<file path="src/rtl/pcimw_pkg.sv">
`timescale 1ns/1ps
package pcimw_pkg;
  localparam int unsigned NWIN = 3;
  localparam int unsigned AW   = 32;

  typedef enum logic {MAP_NIBBLE = 1'b0, MAP_MASK = 1'b1} map_mode_e;

  // Host-side start address of window i for a given variant.
  function automatic logic [AW-1:0] win_host_base(map_mode_e m, int unsigned i);
    logic [AW-1:0] r;
    if (m == MAP_NIBBLE) begin
      case (i)
        0:       r = 32'h4400_0000;
        1:       r = 32'h5000_0000;
        default: r = 32'h6000_0000;
      endcase
    end else begin
      case (i)
        0:       r = 32'h6300_0000;
        1:       r = 32'h6400_0000;
        default: r = 32'h6800_0000;
      endcase
    end
    return r;
  endfunction

  // Span in bytes of window i for a given variant.
  function automatic logic [AW-1:0] win_size(map_mode_e m, int unsigned i);
    logic [AW-1:0] r;
    if (m == MAP_NIBBLE) begin
      case (i)
        0:       r = 32'h0C00_0000;
        default: r = 32'h1000_0000;
      endcase
    end else begin
      case (i)
        0:       r = 32'h0100_0000;
        1:       r = 32'h0400_0000;
        default: r = 32'h0800_0000;
      endcase
    end
    return r;
  endfunction
endpackage

</file>
<file path="src/rtl/pcimw_remap_regs.sv">
`timescale 1ns/1ps
module pcimw_remap_regs #(
  parameter int unsigned NWIN = 3,
  parameter int unsigned DW   = 32,
  parameter int unsigned RAW  = 4
) (
  input  logic                      clk,
  input  logic                      rst_n,
  input  logic                      we,
  input  logic [RAW-1:0]            addr,
  input  logic [DW-1:0]             wdata,
  output logic [DW-1:0]             rdata,
  output logic [NWIN-1:0][DW-1:0]   remap
);
  logic [RAW-1:0]  idx;
  logic [NWIN-1:0] sel;

  assign idx = addr >> 2;

  always_comb begin
    for (int i = 0; i < NWIN; i++) sel[i] = (idx == RAW'(i));
  end

  always_comb begin
    rdata = '0;
    for (int i = 0; i < NWIN; i++) if (sel[i]) rdata = remap[i];
  end

  for (genvar g = 0; g < NWIN; g++) begin : g_reg
    logic          en;
    logic [DW-1:0] nxt;

    always_comb begin
      en  = we && sel[g];
      nxt = en ? wdata : remap[g];
    end

    always_ff @(posedge clk or negedge rst_n) begin
      if (!rst_n)  remap[g] <= '0;
      else if (en) remap[g] <= nxt;
    end

    // a write to this slot lands on the next edge
    a_r6_write_lands: assert property (@(posedge clk) disable iff (!rst_n)
      (we && idx == RAW'(g)) |=> (remap[g] == $past(wdata)));
    // no write to this slot leaves it untouched
    a_r6_others_hold: assert property (@(posedge clk) disable iff (!rst_n)
      !(we && idx == RAW'(g)) |=> $stable(remap[g]));
  end

  // the empty slot reads back zero
  a_r5_empty_slot_zero: assert property (@(posedge clk) disable iff (!rst_n)
    (idx >= RAW'(NWIN)) |-> (rdata == '0));
endmodule

</file>
<file path="src/rtl/pcimw_hit_decode.sv">
`timescale 1ns/1ps
module pcimw_hit_decode
  import pcimw_pkg::*;
#(
  parameter map_mode_e MODE = MAP_NIBBLE
) (
  input  logic [AW-1:0]             host_addr,
  output logic [NWIN-1:0]           hit_vec,
  output logic [NWIN-1:0][AW-1:0]   offs
);
  for (genvar g = 0; g < NWIN; g++) begin : g_win
    localparam logic [AW-1:0] HBASE = win_host_base(MODE, g);
    localparam logic [AW-1:0] HSIZE = win_size(MODE, g);
    // Unsigned wrap makes addresses below the base land far above the size.
    always_comb begin
      offs[g]    = host_addr - HBASE;
      hit_vec[g] = (offs[g] < HSIZE);
    end
  end
endmodule

</file>
<file path="src/rtl/pcimw_addr_form.sv">
`timescale 1ns/1ps
module pcimw_addr_form
  import pcimw_pkg::*;
#(
  parameter map_mode_e MODE = MAP_NIBBLE,
  parameter int unsigned WW = 2
) (
  input  logic [NWIN-1:0][AW-1:0]   remap,
  input  logic [NWIN-1:0]           hit_vec,
  input  logic [NWIN-1:0][AW-1:0]   offs,
  output logic                      hit,
  output logic [WW-1:0]             win,
  output logic [AW-1:0]             pci_addr
);
  logic [NWIN-1:0][AW-1:0] pbase;

  for (genvar g = 0; g < NWIN; g++) begin : g_base
    localparam logic [AW-1:0] HSIZE = win_size(MODE, g);
    if (MODE == MAP_MASK) begin : g_mask
      assign pbase[g] = remap[g] & ~(HSIZE - 1);
    end else begin : g_nib
      assign pbase[g] = remap[g] << 28;
    end
  end

  // Lowest index wins; windows do not overlap so this only fixes the order.
  always_comb begin
    hit      = 1'b0;
    win      = '0;
    pci_addr = '0;
    for (int i = NWIN - 1; i >= 0; i--) begin
      if (hit_vec[i]) begin
        hit      = 1'b1;
        win      = WW'(i);
        pci_addr = pbase[i] + offs[i];
      end
    end
  end
endmodule

</file>
<file path="src/rtl/pci_mem_window_xlat.sv">
`timescale 1ns/1ps
module pci_mem_window_xlat
  import pcimw_pkg::*;
#(
  parameter map_mode_e   MODE = MAP_NIBBLE,
  parameter int unsigned RAW  = 4
) (
  input  logic            clk,
  input  logic            rst_n,
  input  logic            cfg_we,
  input  logic [RAW-1:0]  cfg_addr,
  input  logic [31:0]     cfg_wdata,
  output logic [31:0]     cfg_rdata,
  input  logic [31:0]     host_addr,
  output logic            host_hit,
  output logic [1:0]      host_win,
  output logic [31:0]     pci_addr
);
  localparam int unsigned WW = $clog2(NWIN);

  logic [1:0]              rst_sync;
  logic                    rst_int_n;
  logic [NWIN-1:0][AW-1:0] remap;
  logic [NWIN-1:0]         hit_vec;
  logic [NWIN-1:0][AW-1:0] offs;

  // Assert asynchronously, release on the clock.
  always_ff @(posedge clk or negedge rst_n) begin
    if (!rst_n) rst_sync <= 2'b00;
    else        rst_sync <= {rst_sync[0], 1'b1};
  end
  assign rst_int_n = rst_sync[1];

  pcimw_remap_regs #(.NWIN(NWIN), .DW(AW), .RAW(RAW)) u_regs (
    .clk   (clk),
    .rst_n (rst_int_n),
    .we    (cfg_we),
    .addr  (cfg_addr),
    .wdata (cfg_wdata),
    .rdata (cfg_rdata),
    .remap (remap)
  );

  pcimw_hit_decode #(.MODE(MODE)) u_dec (
    .host_addr (host_addr),
    .hit_vec   (hit_vec),
    .offs      (offs)
  );

  pcimw_addr_form #(.MODE(MODE), .WW(WW)) u_form (
    .remap    (remap),
    .hit_vec  (hit_vec),
    .offs     (offs),
    .hit      (host_hit),
    .win      (host_win),
    .pci_addr (pci_addr)
  );

  // decoded windows never overlap
  a_r1_single_window: assert property (@(posedge clk) disable iff (!rst_n)
    $onehot0(hit_vec));
  // the reported flag agrees with the decoder
  a_r1_flag_matches: assert property (@(posedge clk) disable iff (!rst_n)
    host_hit == (hit_vec != '0));
  // a miss leaves index and address at zero
  a_r2_miss_quiet: assert property (@(posedge clk) disable iff (!rst_n)
    !host_hit |-> (pci_addr == '0 && host_win == '0));
endmodule

</file>
<file path="config.mk">
export PLATFORM = sky130hd
export DESIGN_NAME = pci_mem_window_xlat
export DESIGN_NICKNAME = d
export VERILOG_FILES = /design/src/rtl/pcimw_pkg.sv /design/src/rtl/pcimw_remap_regs.sv /design/src/rtl/pcimw_hit_decode.sv /design/src/rtl/pcimw_addr_form.sv /design/src/rtl/pci_mem_window_xlat.sv
export SDC_FILE = /design/constraint.sdc
export NUM_CORES = 1
export LEC_CHECK = 0
export BUFFER_PORTS_ARGS = -buffer_cell sky130_fd_sc_hd__buf_2
export CORE_UTILIZATION = 30
export CTS_BUF_LIST = sky130_fd_sc_hd__clkbuf_8
export CTS_CLUSTER_SIZE = 14
export DETAILED_ROUTE_END_ITERATION = 8
export GPL_TIMING_DRIVEN = 1
export SETUP_SLACK_MARGIN = 0.5
export SKIP_CTS_REPAIR_TIMING = 1
export SYNTH_ARGS = -nofsm -noshare
export SYNTH_HDL_FRONTEND = slang
export SYNTH_SLANG_ARGS = --single-unit
</file>
<file path="constraint.sdc">
create_clock -name clk -period 5.2 [get_ports clk]
set_input_delay 0.78 -clock clk [delete_from_list [all_inputs] [get_ports clk]]
set_output_delay 0.78 -clock clk [all_outputs]
set_load 0.005 [all_outputs]
</file>
* Word-level counts from Yosys, hierarchy flattened
Cells that the tools add are included.
Operators by class: muxes and demuxes 12, add/sub/neg operators 6, reduce and logical (&&, ||, !) cells 4, equality and inequality tests 2, order comparisons 3
Operators by type and width (count):
- two-way mux 32 bit | 6
- adder 32 bit | 3
- subtractor 32 x 31 -> 32 bit (second input constant) | 3
- < comparator 32 x 29 -> 1 bit (second input constant) | 2
- < comparator 32 x 28 -> 1 bit (second input constant) | 1
- two-way mux 2 bit | 3
- zero test 4 bit | 1
- logical AND 1 bit | 3
- two-way mux 1 bit | 3
- equality test 2 x 1 -> 1 bit (second input constant) | 1
- equality test 2 bit (second input constant) | 1
Storage, ports and cells: input port bits 71, word-level logic and storage cells 31, register bits 98

* Longest topological paths before layout
Gate-level depths: netlist of the first run.
depth in word-level cells 5, gate-level depth with buffers 10

* Hierarchy
Synthesis of the first run repeated with hierarchy kept, for this count alone.
Second synthesis, totals: cells, all modules 549, area total of the unflattened synthesis 6152.2 um^2
By module, submodules not included:
- pcimw_remap_regs | instances 1, cells an instance 281, area each 4270.3 um^2
- pcimw_addr_form | instances 1, cells an instance 149, area each 948.4 um^2
- pcimw_hit_decode | instances 1, cells an instance 116, area each 879.6 um^2
- pci_mem_window_xlat | instances 1, cells an instance 3, area each 53.8 um^2

* Worst setup path before layout of the first run
OpenSTA, ideal clock, no wires.
kind input-to-output, start input host_addr[28], end output pci_addr[17], stages on the path 8, required time 4420 ps, setup slack 1965 ps, path buffers 3, arrival time 2455 ps, cell sequence buf_2 > o31a_1 > or3_4 > a2111oi_4 > or2_1 > buf_4 > buf_6 > and2_1
Between the ends: cells in the longest elaborated chain, start to end 5, elaborated cells between the ends (all ways) 9, classes of those cells add/sub (3); order compare (3); mux (3)
Ends and longest elaborated chain:
- start: declaration | RTL line pci_mem_window_xlat.sv:14 | input logic [31:0] host_addr,
- subtractor 32 x 31 -> 32 bit | RTL line pcimw_hit_decode.sv:16 | offs[g] = host_addr - HBASE;
- < comparator 32 x 29 -> 1 bit | RTL line pcimw_hit_decode.sv:17 | hit_vec[g] = (offs[g] < HSIZE);
- two-way mux 32 bit (2 in series) | RTL line pcimw_addr_form.sv:32 | if (hit_vec[i]) begin
- two-way mux 32 bit (*) | RTL line pcimw_addr_form.sv:32
- end: declaration | RTL line pci_mem_window_xlat.sv:17 | output logic [31:0] pci_addr
Mark *: on every way between the ends. The rest lies on a longest branch, timed or not.

* Worst setup path after layout of the first run
start input host_addr[29], end output pci_addr[17]
Same word-level chain as after synthesis.

==> flow_metrics.py, run 1 <==
metrics = {
    "pwr": {
        "pwr-share-seq_pct": 50.8,
        "power_density_mw_per_mm2": 311,
        "ir_drop_uv": 197,
        "power.internal_uw": 1380,
        "leakage_uw": 0.00299,
        "switchingPower_uw": 562,
        "pwr-share-clk_pct": 25.5,
        "swShare_pct": 28.9,
        "combPwrFrac_pct": 23.7,
    },
    "final_layout": {
        "multi_input_area_mm2": 0.00252,
        "fill_cells": 1651,
        "syn_to_final_growth_pct": 21.8,
        "drive_above_1_share_pct": 46.4,
        "nNetsFinal": 648,
        "finish.utilization_pct": 37.6,
        "final_area_mm2": 0.00625,
        "regArea_mm2": 0.00246,
    },
    "setup_path": {
        "cp_data_arrival_time_ns": 3.27,
        "crit_type": "primary input to primary output",
        "critPathCapture": "pci_addr[17]",
        "start_kind": "primary input",
        "r2r_slack_ns": 3.74,
        "cp-startpoint": "host_addr[29]",
        "rr_startpoint": "rst_sync[1]",
        "r2r-end": "u_regs.remap[38]",
        "worst_ep_required_time_ns": 4.42,
        "endpoint_kind": "primary output",
        "r2r_cells": 1,
        "crit_fanout": 27,
    },
    "yosys": {
        "avgSynthCellArea_um2": 11.9,
        "syn_inst": 430,
        "ys_seq_elements": 98,
        "synth.distinct_cells": 38,
        "synth-edff-count": 0,
        "async_flop_share_pct": 100,
        "synth-seq-area-share_pct": 47.8,
        "synth_ff_type": "dfrtp_1",
        "synth_nets": 520,
        "netlist_area_mm2": 0.00513,
        "yosysWarnings": 0,
    },
    "floorplanning": {
        "dieArea_mm2": 0.0176,
        "initial_core_util_pct": 30.8,
        "fp.dieH_um": 133,
        "rows": 47,
        "coreArea_mm2": 0.0166,
        "num_io_pins": 138,
        "dieWidth_um": 133,
    },
    "sta": {
        "slew_viol_final": 0,
        "hold_viol_final": 0,
        "finalSetupTns_ns": 0,
        "hold_ws_ns": 0.183,
        "rsz0062_at_grt": "no",
        "worst_pin_slew_ns": 1.25,
        "final.min_clock_period_ns": 4.05,
        "timing.fmax_ghz": 0.247,
        "fin_crit_sh_pct": 77.9,
        "setup_viol": 0,
        "clock_skew_ns": 0.00516,
        "slew_headroom_pct": 16.8,
    },
    "place": {
        "hpwl_mm": 8.58,
        "port_buffers": 135,
        "post_dp_cell_area_mm2": 0.00605,
        "globalplace.congestion": 0.773,
    },
    "grt": {
        "grt_max_degree": 70,
        "grt_usage_pct": 14.5,
        "grt_pass1_vias": 3950,
        "grt_pass1_wl_mm": 19.9,
        "overflow": 0,
        "antenna_found_initial": 2,
    },
    "clock_network": {
        "clkLatencyLatePin_ns": 0.36,
        "cts_tree": "yes",
        "cts_buffer_depth": 2,
        "htreeDepth": 3,
        "clockRootBuffer": "clkbuf_8",
        "clock-sinks": 98,
        "numCtsBuffers": 9,
        "clk_pin_slew_ns": 0.09,
    },
    "min_path": {
        "hold_class": "primary input to asynchronous set/reset pin",
    },
    "route": {
        "final_antenna_net_count": 0,
        "vias": 3743,
        "avgRoutedWirePerCell_um": 15.8,
        "viasPerCell": 4.77,
        "routed_wl_mm": 12.4,
        "drt_iter0_drc": 85,
        "first_pass_iters": 4,
        "drcViolationCount": 0,
    },
    "run": {
        "drv_cap": 0,
    },
    "outcome": {
        "run_status": "finished clean",
    },
}
## per-layer routing
metal / track usage, % / wire length (um) / part of all wire [%]
met4: 4.28 / 122 / 0.99
met2: 25.0 / 5920 / 48
met5: 0 / 10 / 0.081
met1: 17.1 / 5350 / 43
met3: 4.90 / 957 / 7.7
## state kept, by name (all words and copies together) (netlist names)
signal,flops
u_regs.remap,96
rst_sync,2
## Yosys cell counts, types with 6 or more instances
cell type  number  area, um2
and2_1         26        163
a21oi_1         7       35.0
mux2_2         96       1080
nand2_1        36        135
clkbuf_1       16       60.1
mux2i_1        34        340
xor2_1          6       52.6
inv_1          11       41.3
dfrtp_1        98       2450
ha_1           16        200
o21ai_0        34        170
## placed cells by master, fill, tap and decap left out, types with 6 or more instances in the layout
cell type | netlist | routed
a21oi_1 | 7 | 7
and2_1 | 26 | 26
buf_2 | 2 | 135
buf_4 | 1 | 7
clkbuf_8 | 0 | 9
dfrtp_1 | 98 | 97
ha_1 | 16 | 16
inv_1 | 11 | 11
mux2_2 | 96 | 96
mux2i_1 | 34 | 34
nand2_1 | 36 | 36
o21ai_0 | 34 | 34
xor2_1 | 6 | 6
## cells by family after synthesis
kind of cell,after synthesis,synth area share (%)
muxes,130,27.7
DFF,98,47.8
and+or+nand+nor,81,8.12
AOI/OAI and AO/OA,53,6.22
buffers and inverters,37,3.12
adders and majority gates,19,5.07
xor gates and xnor gates,11,1.88
other,1,0.0731
## power groups by stage
stage	combinational, uW	sequential, uW	clock [uW]
2_1_floorplan	309	983	0
3_3_place_gp	451	992	0
3_5_place_dp	468	1000	0
4_1_cts	471	988	516
5_1_grt	517	1010	552
6_report	462	989	495
## metrics by stage
stage / total power, uW / instances / setup slack, ns
final: 1950 / 784 / 1.15
after global routing: 2080 / 783 / 0.982
after CTS: 1970 / 783 / 1.11
after detailed placement: 1470 / 767 / 1.11
after global placement: 1440 / 767 / 1.24
after floorplan: 1290 / 430 / 1.96
## final cells by class
cell class                      instances  share of cell area (%)
Timing Repair Buffer                  143                    12.0
Sequential cell                        98                    39.3
Clock buffer                            9                    1.98
Antenna cell                            1                  0.0400
Clock inverter                          7                    1.24
Multi-Input combinational cell        295                    40.4
Inverter                               11                   0.661
Tap cell                              220                    4.40
## critical path, stage by stage
cell,delay [ns]
buf_2,0.19
inv_1,0.16
ha_1,0.27
o31a_1,0.12
or3_4,0.35
a2111oi_4,0.34
buf_4,0.25
or2_1,0.49
and2_1,0.22
buf_2,0.11
## worst min path at each step
stage,from,to,cells after the start
3_5_place_dp,rst_sync[1],u_regs.remap[85],0
5_1_grt,rst_n,rst_sync[0],1
4_1_cts,rst_n,rst_sync[1],1
3_3_place_gp,rst_sync[1],u_regs.remap[21],0
2_1_floorplan,rst_sync[0],rst_sync[1],0
6_report,rst_n,rst_sync[1],1
(Power assumes the default switching activity.)
==> inputs of run 2 (changes only) <==
Settings changed: ABC_AREA set to 1.
Clock period 5.2 ns to 3.3 ns, I/O delays scaled along.
==> flow_metrics.py, run 2 <==
metrics = {
    "floorplanning": {
        "dieArea_mm2": 0.0181,
        "dieWidth_um": 135,
        "fp.dieH_um": 135,
        "coreArea_mm2": 0.0172,
        "initial_core_util_pct": 30.6,
        "num_io_pins": 138,
        "rows": 48,
    },
    "pwr": {
        "ir_drop_uv": 265,
        "power_density_mw_per_mm2": 469,
        "leakage_uw": 0.00354,
    },
    "grt": {
        "antenna_found_initial": 0,
        "overflow": 0,
        "grt_pass1_vias": 4280,
        "gr-usage-met1_pct": 18.2,
        "grt_busiest_layer": "met2",
        "gr-usage-met2_pct": 25.4,
        "grt_usage_pct": 14.7,
        "grt_pass1_wl_mm": 20.9,
        "grt_max_degree": 56,
        "grt_use_met3_pct": 3.72,
    },
    "sta": {
        "worst_pin_slew_ns": 0.609,
        "fin_crit_sh_pct": 81.4,
        "slew_headroom_pct": 59.3,
        "finalSetupTns_ns": 0,
        "final.min_clock_period_ns": 2.69,
        "timing.fmax_ghz": 0.372,
        "clock_skew_ns": 0.00540,
        "hold_viol_final": 0,
        "slew_viol_final": 0,
        "rsz0062_at_grt": "no",
        "setup_viol": 0,
    },
    "clock_network": {
        "clk_pin_slew_ns": 0.09,
        "clkLatencyLatePin_ns": 0.36,
        "htreeDepth": 3,
        "numCtsBuffers": 9,
        "clockRootBuffer": "clkbuf_8",
        "cts_tree": "yes",
        "clock-sinks": 98,
        "cts_buffer_depth": 2,
    },
    "setup_path": {
        "crit_fanout": 5,
        "crit_type": "primary input to primary output",
        "start_kind": "primary input",
        "cp_data_arrival_time_ns": 2.19,
        "endpoint_kind": "primary output",
        "critPathSlowestCell": "ha_4",
        "cpPeakStageDelay_ns": 0.29,
        "worstPathCellList": "buf_2 > inv_2 > ha_2 > nand2_2 > xor2_4 > inv_1 > ha_4 > nand3_1 > nand2_1 > xor2_1 > nor2_1 > nor2_1 > buf_2",
        "worst_ep_required_time_ns": 2.80,
    },
    "final_layout": {
        "antenna_cells": 0,
        "finish.utilization_pct": 37.9,
        "drive_above_1_share_pct": 26.4,
        "top_regs": "u_regs.remap (96), rst_sync (2)",
        "layout_commonest_cell": "nand2_1",
        "nNetsFinal": 888,
        "syn_to_final_growth_pct": 23.9,
        "final_cell_mix": "231 x nand2_1, 134 x buf_2, 99 x o21ai_0, 97 x dfrtp_1, 78 x inv_1",
        "top_register": "u_regs.remap",
        "largest_reg_flops": 96,
    },
    "route": {
        "routed_wl_mm": 12.8,
        "vias": 4475,
        "avgRoutedWirePerCell_um": 12.5,
        "first_pass_iters": 5,
        "viasPerCell": 4.35,
        "final_antenna_net_count": 0,
        "drt_iter0_drc": 191,
        "drcViolationCount": 0,
    },
    "yosys": {
        "synth.distinct_cells": 24,
        "synth_nets": 758,
        "netlist_area_mm2": 0.00528,
        "async_flop_share_pct": 100,
        "netlist_top_cells_count": "235 x nand2_1, 100 x o21ai_0, 98 x dfrtp_1",
        "synth_top_area_share_pct": 46.5,
        "synth_area_leaders": "dfrtp_1 46%, nand2_1 17%, o21ai_0 9.5%, inv_1 5.6%, nor2_4 4.3%",
        "avgSynthCellArea_um2": 7.90,
        "synth-seq-area-share_pct": 46.5,
        "yosysMostFrequentCell": "nand2_1",
        "yosysWarnings": 0,
        "syn_inst": 668,
        "synth_ff_type": "dfrtp_1",
        "ys_seq_elements": 98,
        "synth-edff-count": 0,
        "synth_top_area_cell": "dfrtp_1",
    },
    "place": {
        "hpwl_mm": 9.07,
        "port_buffers": 135,
        "globalplace.congestion": 0.742,
    },
    "run": {
        "drv_cap": 0,
    },
    "min_path": {
        "hold_class": "flip-flop to asynchronous set/reset pin",
    },
    "outcome": {
        "run_status": "finished clean",
    },
}
## run 2: cell count changes in the layout (fill, tap and decap cells not counted), sizes merged, moves of 40 or more
cell   previous run  this run
inv              12        85
o21ai            34       100
nor2              2        42
nand3             1        45
mux2             96         0
nand2            36       241
## run 2: where the power goes
group | switching (uW) | internal, uW | total [uW]
Combinational | 366 | 289 | 656
Sequential | 122 | 1390 | 1510
Clock | 410 | 490 | 900
## run 2: logic make-up after synthesis
group / share of synthesized area [%]
AND/OR/NAND/NOR: 29.1
buffers and inverters: 8.59
AO/OA/AOI/OAI: 9.68
flip-flops: 46.5
adder cells (fa/ha/maj): 4.93
XOR/XNOR: 1.19
other: 0.0711
## run 2: layer usage
metal  share of wire (%)  wire, um  vias up
li1                    -         -     2328
met1                  45      5740     2015
met2                  48      6210      126
met3                 6.1       778        6
met4                0.84       108        0
met5                   0         0        -
## run 2: final cells by class
type | instances | area [um2]
clock buffers | 12 | 165
clock inverters | 4 | 72.6
fillers | 1842 | 10700
inverters | 83 | 312
multi-input cells | 458 | 2420
flip-flops and latches | 98 | 2460
well taps | 225 | 282
repair buffers | 148 | 828
## run 2: worst paths after layout
path	slack [ns]	to	startpoint	cells past startpoint
worst max register to register	2.28	u_regs.remap[34]	rst_sync[1]	1
worst min register to register	0.33	u_regs.remap[47]	rst_sync[1]	0
worst min-delay path	0.33	u_regs.remap[47]	rst_sync[1]	0
min in group clk	0.36	rst_sync[1]	rst_sync[0]	0
worst max-delay path	0.61	pci_addr[31]	host_addr[29]	13
max in group asynchronous	2.28	u_regs.remap[34]	rst_sync[1]	1
## run 2: critical path: cells and delay by family
family / cells / cell delay [ns]
xor gates and xnor gates: 2 / 0.33
adders and majority gates: 2 / 0.48
and+or+nand+nor: 5 / 0.44
buffers and inverters: 4 / 0.46
## run 2: per-stage QoR
step                worst slack, ns  cell area (um2)  power [uW]  hold WS, ns  instances
floorplan                     0.829             5280        1930        0.199        668
global placement              0.433             6240        2170        0.282       1011
detailed placement            0.443             6240        2190        0.281       1011
CTS                           0.437             6480        3100       -0.125       1027
global route                  0.478             6540        3270        0.369       1028
finish                        0.614             6540        3070        0.331       1028
==> inputs of run 3 (changes only) <==
Clock period 3.3 ns to 2.8 ns, I/O delays scaled along.
==> flow_metrics.py, run 3 (synthesis gave the netlist of run 2 again) <==
metrics = {
    "route": {
        "viasPerCell": 4.39,
        "routed_wl_mm": 13.0,
        "drt_iter0_drc": 182,
        "vias": 4566,
        "final_antenna_net_count": 0,
        "drcViolationCount": 0,
        "avgRoutedWirePerCell_um": 12.5,
        "first_pass_iters": 5,
    },
    "clock_network": {
        "clock-sinks": 98,
        "numCtsBuffers": 9,
        "clk_pin_slew_ns": 0.10,
        "cts_tree": "yes",
        "cts_buffer_depth": 2,
        "htreeDepth": 3,
        "clockRootBuffer": "clkbuf_8",
        "clkLatencyLatePin_ns": 0.36,
    },
    "grt": {
        "grt_pass1_vias": 4165,
        "grt_pass1_wl_mm": 21.0,
        "overflow": 0,
        "antenna_found_initial": 0,
        "grt_usage_pct": 14.8,
        "grt_max_degree": 52,
    },
    "final_layout": {
        "syn_to_final_growth_pct": 28.6,
        "fin_cells": 1039,
        "final_cell_mix": "227 x nand2_1, 132 x buf_2, 96 x o21ai_0, 96 x dfrtp_1, 73 x inv_1",
        "nNetsFinal": 901,
        "drive_above_1_share_pct": 30.5,
        "top_register": "u_regs.remap",
        "top_regs": "u_regs.remap (96), rst_sync (2)",
        "final_area_mm2": 0.00679,
        "largest_reg_flops": 96,
        "antenna_cells": 0,
        "layout_commonest_cell": "nand2_1",
    },
    "sta": {
        "fin_crit_sh_pct": 83.6,
        "final.min_clock_period_ns": 2.34,
        "hold_ws_ns": 0.334,
        "hold_viol_final": 0,
        "finalSetupTns_ns": 0,
        "worst_pin_slew_ns": 0.618,
        "slew_viol_final": 0,
        "rsz0062_at_grt": "yes",
        "timing.fmax_ghz": 0.427,
        "slew_headroom_pct": 58.8,
        "setup_viol": 0,
        "clock_skew_ns": 0.0106,
    },
    "pwr": {
        "ir_drop_uv": 321,
        "power_density_mw_per_mm2": 524,
        "leakage_uw": 0.00362,
    },
    "setup_path": {
        "rr_startpoint": "rst_sync[1]",
        "worstPathCellList": "buf_6 > inv_2 > ha_4 > nand2_4 > xor2_4 > inv_2 > ha_4 > nand3_2 > nand2_1 > xor2_1 > nor2_1 > nor2_1 > buf_2",
        "r2r-end": "u_regs.remap[53]",
        "r2r_cells": 1,
        "cp_num_buf_inv": 4,
        "critPathTopFamily": "adder cells",
        "crit_type": "primary input to primary output",
        "worst_ep_required_time_ns": 2.38,
        "start_kind": "primary input",
        "cp.depth": 13,
        "crit_fanout": 3,
        "critPathSlowestCell": "ha_4",
        "cpPeakStageDelay_ns": 0.29,
        "endpoint_kind": "primary output",
        "cp_data_arrival_time_ns": 1.92,
        "r2r_slack_ns": 1.75,
    },
    "floorplanning": {
        "initial_core_util_pct": 30.6,
        "dieArea_mm2": 0.0181,
        "dieWidth_um": 135,
        "rows": 48,
        "fp.dieH_um": 135,
        "num_io_pins": 138,
        "coreArea_mm2": 0.0172,
    },
    "place": {
        "globalplace.congestion": 0.805,
        "placed_cells": 1016,
        "port_buffers": 135,
        "hpwl_mm": 8.89,
        "post_dp_cell_area_mm2": 0.00628,
    },
    "run": {
        "drv_cap": 0,
    },
    "min_path": {
        "hold_class": "primary input to flip-flop",
        "min_delay_path_depth": 3,
        "min_to": "u_regs.remap[4]",
        "hp-start": "cfg_wdata[4]",
    },
    "outcome": {
        "run_status": "finished clean",
    },
}
[run 3: cell count changes in the layout (fill, tap and decap cells not counted), moves of 4 or more]
| cell | change |
|---|---|
| buf_6 | +5 |
| ha_4 | +5 |
| inv_1 | -5 |
| ha_1 | -6 |
| nand2_1 | -4 |
| buf_4 | +9 |
[run 3: per-stage QoR]
| stage | setup WS [ns] | power [uW] | util (%) |
|---|---|---|---|
| detailed placement | 0.216 | 2580 | 36.5 |
| global route | 0.311 | 3820 | 39.4 |
| CTS | 0.204 | 3520 | 37.6 |
| finish | 0.458 | 3560 | 39.4 |
| global placement | 0.228 | 2560 | 36.5 |
| floorplan | 0.512 | 2270 | - |
[run 3: final cells by class]
class	count	area (um2)
inverter	83	317
multi-input combinational	458	2560
clock inverter	4	51.3
timing repair buffer	161	980
fill	1766	10500
clock buffer	10	138
sequential	98	2460
tap	225	282
[run 3: per-layer routing]
layer,vias up,wire [um],track usage [%]
met5,-,0,0
met4,0,139,4.00
met3,10,817,3.64
met2,131,6050,24.7
met1,2078,6000,19.0
li1,2347,-,-
[run 3: worst min-delay path, cell delays in order]
cell and delay (ns):
buf_2 0.09, inv_1 0.07, o21ai_0 0.08
[run 3: report_power, final]
part	switching, uW	total (uW)	internal (uW)
clock	487	917	430
sequential	147	1780	1640
combinational	457	856	399
total	1090	3560	2470
[run 3: worst max path at each step]
stage	from	end	slack, ns
6_report	host_addr[29]	pci_addr[31]	0.46
5_1_grt	host_addr[29]	pci_addr[31]	0.31
4_1_cts	host_addr[27]	pci_addr[31]	0.20
3_5_place_dp	host_addr[27]	pci_addr[31]	0.22
3_3_place_gp	host_addr[27]	pci_addr[31]	0.23
2_1_floorplan	host_addr[26]	pci_addr[31]	0.51
